File: config.mk
export PLATFORM = sky130hd
export DESIGN_NAME = dcm_mul
export DESIGN_NICKNAME = d
export VERILOG_FILES = /design/src/rtl/dcm_pkg.sv /design/src/rtl/dcm_serializer.sv /design/src/rtl/dcm_cell_array.sv /design/src/rtl/dcm_collector.sv /design/src/rtl/dcm_mul.sv
export SDC_FILE = /design/constraint.sdc
export NUM_CORES = 1
export LEC_CHECK = 0
export ABC_CLOCK_PERIOD_IN_PS = 2540
export BUFFER_PORTS_ARGS = -buffer_cell sky130_fd_sc_hd__buf_2
export CAP_MARGIN = 20
export CORE_ASPECT_RATIO = 2
export CORE_UTILIZATION = 25
export DETAILED_ROUTE_END_ITERATION = 10
export HOLD_SLACK_MARGIN = 0.03
export MAX_ROUTING_LAYER = met4
export PLACE_DENSITY = 0.51
export SLEW_MARGIN = 5
export SYNTH_ARGS = -nofsm -noshare
export SYNTH_HDL_FRONTEND = slang
export SYNTH_HIERARCHICAL = 1
export SYNTH_SLANG_ARGS = --single-unit
File: constraint.sdc
create_clock -name clk_i -period 2.54 [get_ports clk_i]
set_input_delay 0.127 -clock clk_i [delete_from_list [all_inputs] [get_ports clk_i]]
set_output_delay 0.127 -clock clk_i [all_outputs]
set_load 0.02 [all_outputs]
File: src/rtl/dcm_pkg.sv
package dcm_pkg;
  typedef struct packed {
    logic c;
    logic s;
  } fa_t;

  function automatic fa_t full_add(input logic a, input logic b, input logic ci);
    fa_t r;
    r.s = a ^ b ^ ci;
    r.c = (a & b) | (a & ci) | (b & ci);
    return r;
  endfunction
endpackage

File: src/rtl/dcm_serializer.sv
module dcm_serializer #(
  parameter int N = 8
) (
  input  logic         clk_i,
  input  logic         rst_ni,
  input  logic         load_i,
  input  logic         shift_i,
  input  logic [N-1:0] op_i,
  output logic [1:0]   pair_o
);
  logic [N-1:0] sr_q;

  always_ff @(posedge clk_i or negedge rst_ni) begin
    if (!rst_ni)      sr_q <= '0;
    else if (load_i)  sr_q <= op_i;
    else if (shift_i) sr_q <= {2'b00, sr_q[N-1:2]};
  end

  // bit 0 -> even row, bit 1 -> odd row; zeros follow once exhausted
  assign pair_o = sr_q[1:0];
endmodule

File: src/rtl/dcm_cell_array.sv
module dcm_cell_array
  import dcm_pkg::*;
#(
  parameter int N = 8
) (
  input  logic         clk_i,
  input  logic         rst_ni,
  input  logic         clr_i,
  input  logic         en_i,
  input  logic [N-1:0] y_i,
  input  logic [1:0]   pair_i,
  output logic [1:0]   bits_o
);
  // residual stays below 2^(N+2); one spare column absorbs the top
  localparam int NW = N + 3;

  logic [NW-1:0] s_q, c_q, s1, s2;
  logic [NW-2:0] k1, k2;
  logic          oc_q;
  logic [2:0]    low;

  for (genvar j = 0; j < NW; j++) begin : g_col
    logic pe, po, cin2;
    if (j < N) begin : g_pe
      assign pe = y_i[j] & pair_i[0];
    end else begin : g_pe0
      assign pe = 1'b0;
    end
    if (j >= 1 && j <= N) begin : g_po
      assign po = y_i[j-1] & pair_i[1];
    end else begin : g_po0
      assign po = 1'b0;
    end
    if (j >= 1) begin : g_ci
      assign cin2 = k1[j-1];
    end else begin : g_ci0
      assign cin2 = 1'b0;
    end
    if (j < NW - 1) begin : g_fa
      fa_t f1, f2;
      assign f1    = full_add(s_q[j], c_q[j], pe);
      assign s1[j] = f1.s;
      assign k1[j] = f1.c;
      assign f2    = full_add(s1[j], cin2, po);
      assign s2[j] = f2.s;
      assign k2[j] = f2.c;
    end else begin : g_top
      assign s1[j] = s_q[j] ^ c_q[j] ^ pe;
      assign s2[j] = s1[j] ^ cin2 ^ po;
    end
  end

  // resolve the two retiring columns; carry out re-enters next cycle
  assign low    = {1'b0, s2[1:0]} + {1'b0, k2[0], 1'b0} + {2'b00, oc_q};
  assign bits_o = low[1:0];

  always_ff @(posedge clk_i or negedge rst_ni) begin
    if (!rst_ni) begin
      s_q  <= '0;
      c_q  <= '0;
      oc_q <= 1'b0;
    end else if (clr_i) begin
      s_q  <= '0;
      c_q  <= '0;
      oc_q <= 1'b0;
    end else if (en_i) begin
      s_q  <= {2'b00, s2[NW-1:2]};
      c_q  <= {2'b00, k2[NW-2:1]};
      oc_q <= low[2];
    end
  end
endmodule

File: src/rtl/dcm_collector.sv
module dcm_collector #(
  parameter int N = 8
) (
  input  logic           clk_i,
  input  logic           rst_ni,
  input  logic           en_i,
  input  logic [1:0]     bits_i,
  output logic [2*N-1:0] prod_o
);
  localparam int PW = 2 * N;

  logic [PW-1:0] prod_q;

  always_ff @(posedge clk_i or negedge rst_ni) begin
    if (!rst_ni)   prod_q <= '0;
    else if (en_i) prod_q <= {bits_i, prod_q[PW-1:2]};
  end

  assign prod_o = prod_q;
endmodule

File: src/rtl/dcm_mul.sv
module dcm_mul #(
  parameter int N = 8  // must be even
) (
  input  logic           clk_i,
  input  logic           rst_ni,
  input  logic           start_i,
  input  logic [N-1:0]   par_op_i,
  input  logic [N-1:0]   ser_op_i,
  output logic           busy_o,
  output logic           done_o,
  output logic [2*N-1:0] product_o
);
  localparam int CW = $clog2(N) + 1;

  logic          busy_q, done_q, accept, last;
  logic [CW-1:0] cnt_q;
  logic [N-1:0]  y_q;
  logic [1:0]    pair, bits;

  assign accept = start_i & ~busy_q;
  assign last   = busy_q & (cnt_q == CW'(N - 1));

  always_ff @(posedge clk_i or negedge rst_ni) begin
    if (!rst_ni) begin
      busy_q <= 1'b0;
      done_q <= 1'b0;
      cnt_q  <= '0;
      y_q    <= '0;
    end else begin
      done_q <= last;
      if (accept) begin
        busy_q <= 1'b1;
        cnt_q  <= '0;
        y_q    <= par_op_i;
      end else if (last) begin
        busy_q <= 1'b0;
      end else if (busy_q) begin
        cnt_q  <= cnt_q + 1'b1;
      end
    end
  end

  dcm_serializer #(.N(N)) i_ser (
    .clk_i   (clk_i),
    .rst_ni  (rst_ni),
    .load_i  (accept),
    .shift_i (busy_q),
    .op_i    (ser_op_i),
    .pair_o  (pair)
  );

  dcm_cell_array #(.N(N)) i_arr (
    .clk_i  (clk_i),
    .rst_ni (rst_ni),
    .clr_i  (accept),
    .en_i   (busy_q),
    .y_i    (y_q),
    .pair_i (pair),
    .bits_o (bits)
  );

  dcm_collector #(.N(N)) i_col (
    .clk_i  (clk_i),
    .rst_ni (rst_ni),
    .en_i   (busy_q),
    .bits_i (bits),
    .prod_o (product_o)
  );

  assign busy_o = busy_q;
  assign done_o = done_q;
endmodule

==> run metrics <==
status=completed; num ports=37; worst r2r path cells=6; Multi-input gate area=1277 um2; max-slew violations=0; syn avg cell area=12.41 um2; r2r setup slk=380 ps; final global-route overflow total=0; First DRT Iteration DRCs=46; DR pass1 iterations=4; CP dominant cell by count=fa_1; die area=11,730 um2; Syn Std Cell Area=2818 um2; Reg area=1353 um2; Area Overhead vs Synth=16.43%; PortBufs=36; fin nets=303; Min-Delay Endpoint=i_ser/sr_q[6]; worst-path cell chain=nand2_1 > fa_1 > fa_1 > inv_1 > ha_1 > mux2_2; DR WL/cell=12.89 um; Tmin final=2163 ps; CP Class=reg -> reg; Flop pwr share=36.2%; Root Buffer=clkbuf_16; clk_lat worst skew=300 ps; global-route wire length before repair=9335 um; Max Cap Violations=0; FMAX=0.4624 GHz; Inst Count DP=397; Final Hold Viols=0; via/cell ratio=4.140; clk_skew=7.621 ps; switching share of power=37.07%; Worst setup EP type=flip-flop; Final Hold Slack=39.79 ps; clk buf depth=2; Slew HR=48.43%; CP peak stage delay=540 ps; Starting Density=25.74%; HP Class=in -> reg; final setup fails=0; CTS H-tree lvls=2; Synth cell types=27; net switching power=1582 uW; largest net degree at the start of global routing=60; clk sink count=54; vias in the first global route=1,778; commonest non-fill, non-tap cell in the layout=dfrtp_1; post-synthesis register bit count=54; ant diodes=0; Worst EP required=2730 ps; fill count=1,151; arrival time at the worst endpoint=2350 ps; syn nets=265; die height=152.1 um; area leader, netlist=dfrtp_1; Worst-Margin Slew=773.6 ps; Final Cycle Share=85.14%; Slowest-stage cell, CP=fa_1; CP Launch Type=flip-flop; post-CTS setup repair buffer count=0; unrepaired setup endpoints after global routing=false; share of post-route cells with drive strength above 1=31.58%; Hold Path Depth=3; Int Power=2686 uW; via count=1,681; Peak VDD IR=686.9 uV; fin cells=406; post-synthesis sequential area ratio=47.96%; CTS tree=built; Synth area leaders=dfrtp_1 (48%), fa_1 (9.9%), mux2_4 (9.1%), mux2i_1 (4.3%), nand2b_1 (4.2%); Yosys warnings=6; Clock transition at path regs=70 ps; Max FO, Critical Path=3; Mapped Cells=227; initial antenna violation count=0; detailed placement HPWL=3734 um; Routed WL=5232 um; Post-DRT Antenna Nets=0; PD cells=1301 nW/um2; Fin Setup TNS=0 ps; hold_sp=ser_op_i[6]; clock power share=18.7%; reg2reg end=i_col/prod_o[15]; Core ar.=10,950 um2; commonest non-fill, non-tap cells in the layout=dfrtp_1 (53), buf_2 (36), nand2_1 (24), nand2b_1 (19), inv_1 (18); Placer Congestion=0.7583; CTS buffer count=5; total track usage=10.48%; top-area cell type share of the netlist area=47.96%; Leak=0.001567 uW; DR DRC count=0; Comb power frac=45.0%; standard-cell rows=54; reg-to-reg startpoint=y_q[1]; chip width=77.07 um
## stage by stage
stage	area (um2)	total power (uW)	utilization [%]	setup slack, ps
4_1_cts	3281	4353	29.97	367.4
3_5_place_dp	3098	3533	28.30	370.8
2_1_floorplan	2818	3107	-	336.4
3_3_place_gp	3098	3476	28.30	426.4
5_1_grt	3281	4667	29.97	303.1
6_report	3281	4268	29.97	377.4
## layer usage
metal	vias to the layer above	GRT usage, %	wire [um]
met5	-	-	0
met2	23	18.11	2907
li1	810	-	-
met3	6	1.497	89
met4	0	4.582	118
met1	842	11.86	2116
## final cells by class
cell class / instances / share of cell area, %
flip-flops and latches: 54 / 41.23
multi-input cells: 143 / 38.94
repair buffers: 43 / 7.170
well taps: 140 / 5.339
clock buffers: 5 / 3.814
inverters: 18 / 2.059
clock inverters: 3 / 1.449
## power by group through the flow
stage               clock network [uW]  registers, uW  logic [uW]
CTS                                827           1560        1970
detailed placement                   0           1570        1960
global route                       859           1620        2190
finish                             800           1550        1920
global placement                     0           1560        1920
floorplan                            0           1660        1450
## critical path: cells and delay by family (launching register included)
| family | cells | cell delay, ps |
|---|---|---|
| adder cells (fa/ha/maj) | 3 | 1250 |
| buffers and inverters | 1 | 40 |
| flip-flops | 1 | 400 |
| multiplexers | 1 | 260 |
| AND/OR/NAND/NOR | 1 | 100 |
## worst max-delay path by stage
stage / start / endpoint / slack, ps / depth (start not counted)
global route: y_q[1] / i_col/prod_o[15] / 300 / 6
finish: y_q[1] / i_col/prod_o[15] / 380 / 6
floorplan: i_ser/sr_q[0] / i_col/prod_o[15] / 340 / 7
CTS: y_q[1] / i_col/prod_o[15] / 370 / 6
detailed placement: y_q[1] / i_col/prod_o[15] / 370 / 6
global placement: i_arr/c_q[1] / i_col/prod_o[15] / 430 / 6
## synth_stat cells
cell      count
a211oi_2      4
nor2_2        4
buf_6         5
nand3_1       1
and2_1        4
buf_12        1
o21ai_1       6
inv_1        18
buf_8         1
dfrtp_1      54
nor2_1        8
nand2_1      24
nand2b_1     19
a22o_1        1
a21oi_1      10
buf_4         2
o21ai_0       4
nand2b_4      1
buf_2         2
mux2_4       17
mux2_2        7
fa_1         14
mux2i_1      12
nand4_1       1
nand3b_1      1
ha_1          5
clkbuf_2      1
## registers in the layout, summed over array words and instances, names as in the netlist, 4 cells and up
register / cells
i_arr/s_q: 7
i_ser/sr_q: 8
i_arr/c_q: 8
y_q: 8
cnt_q: 4
i_col/prod_o: 16
## kinds of logic after synthesis
group                      after synthesis  share of synthesized area (%)
DFF                                     54                          47.96
and+or+nand+nor                         63                          11.41
buffers and inverters                   30                          6.704
muxes                                   36                          16.12
AOI/OAI and AO/OA                       25                          5.640
adders and majority gates               19                          12.17
## repair_timing
| action | in CTS | in global routing |
|---|---|---|
| hold buffers | 1 | 0 |
| hold endpoints to repair | 24 | 0 |
| resized for setup | 0 | 0 |
Power figures use the tool's default switching activity.
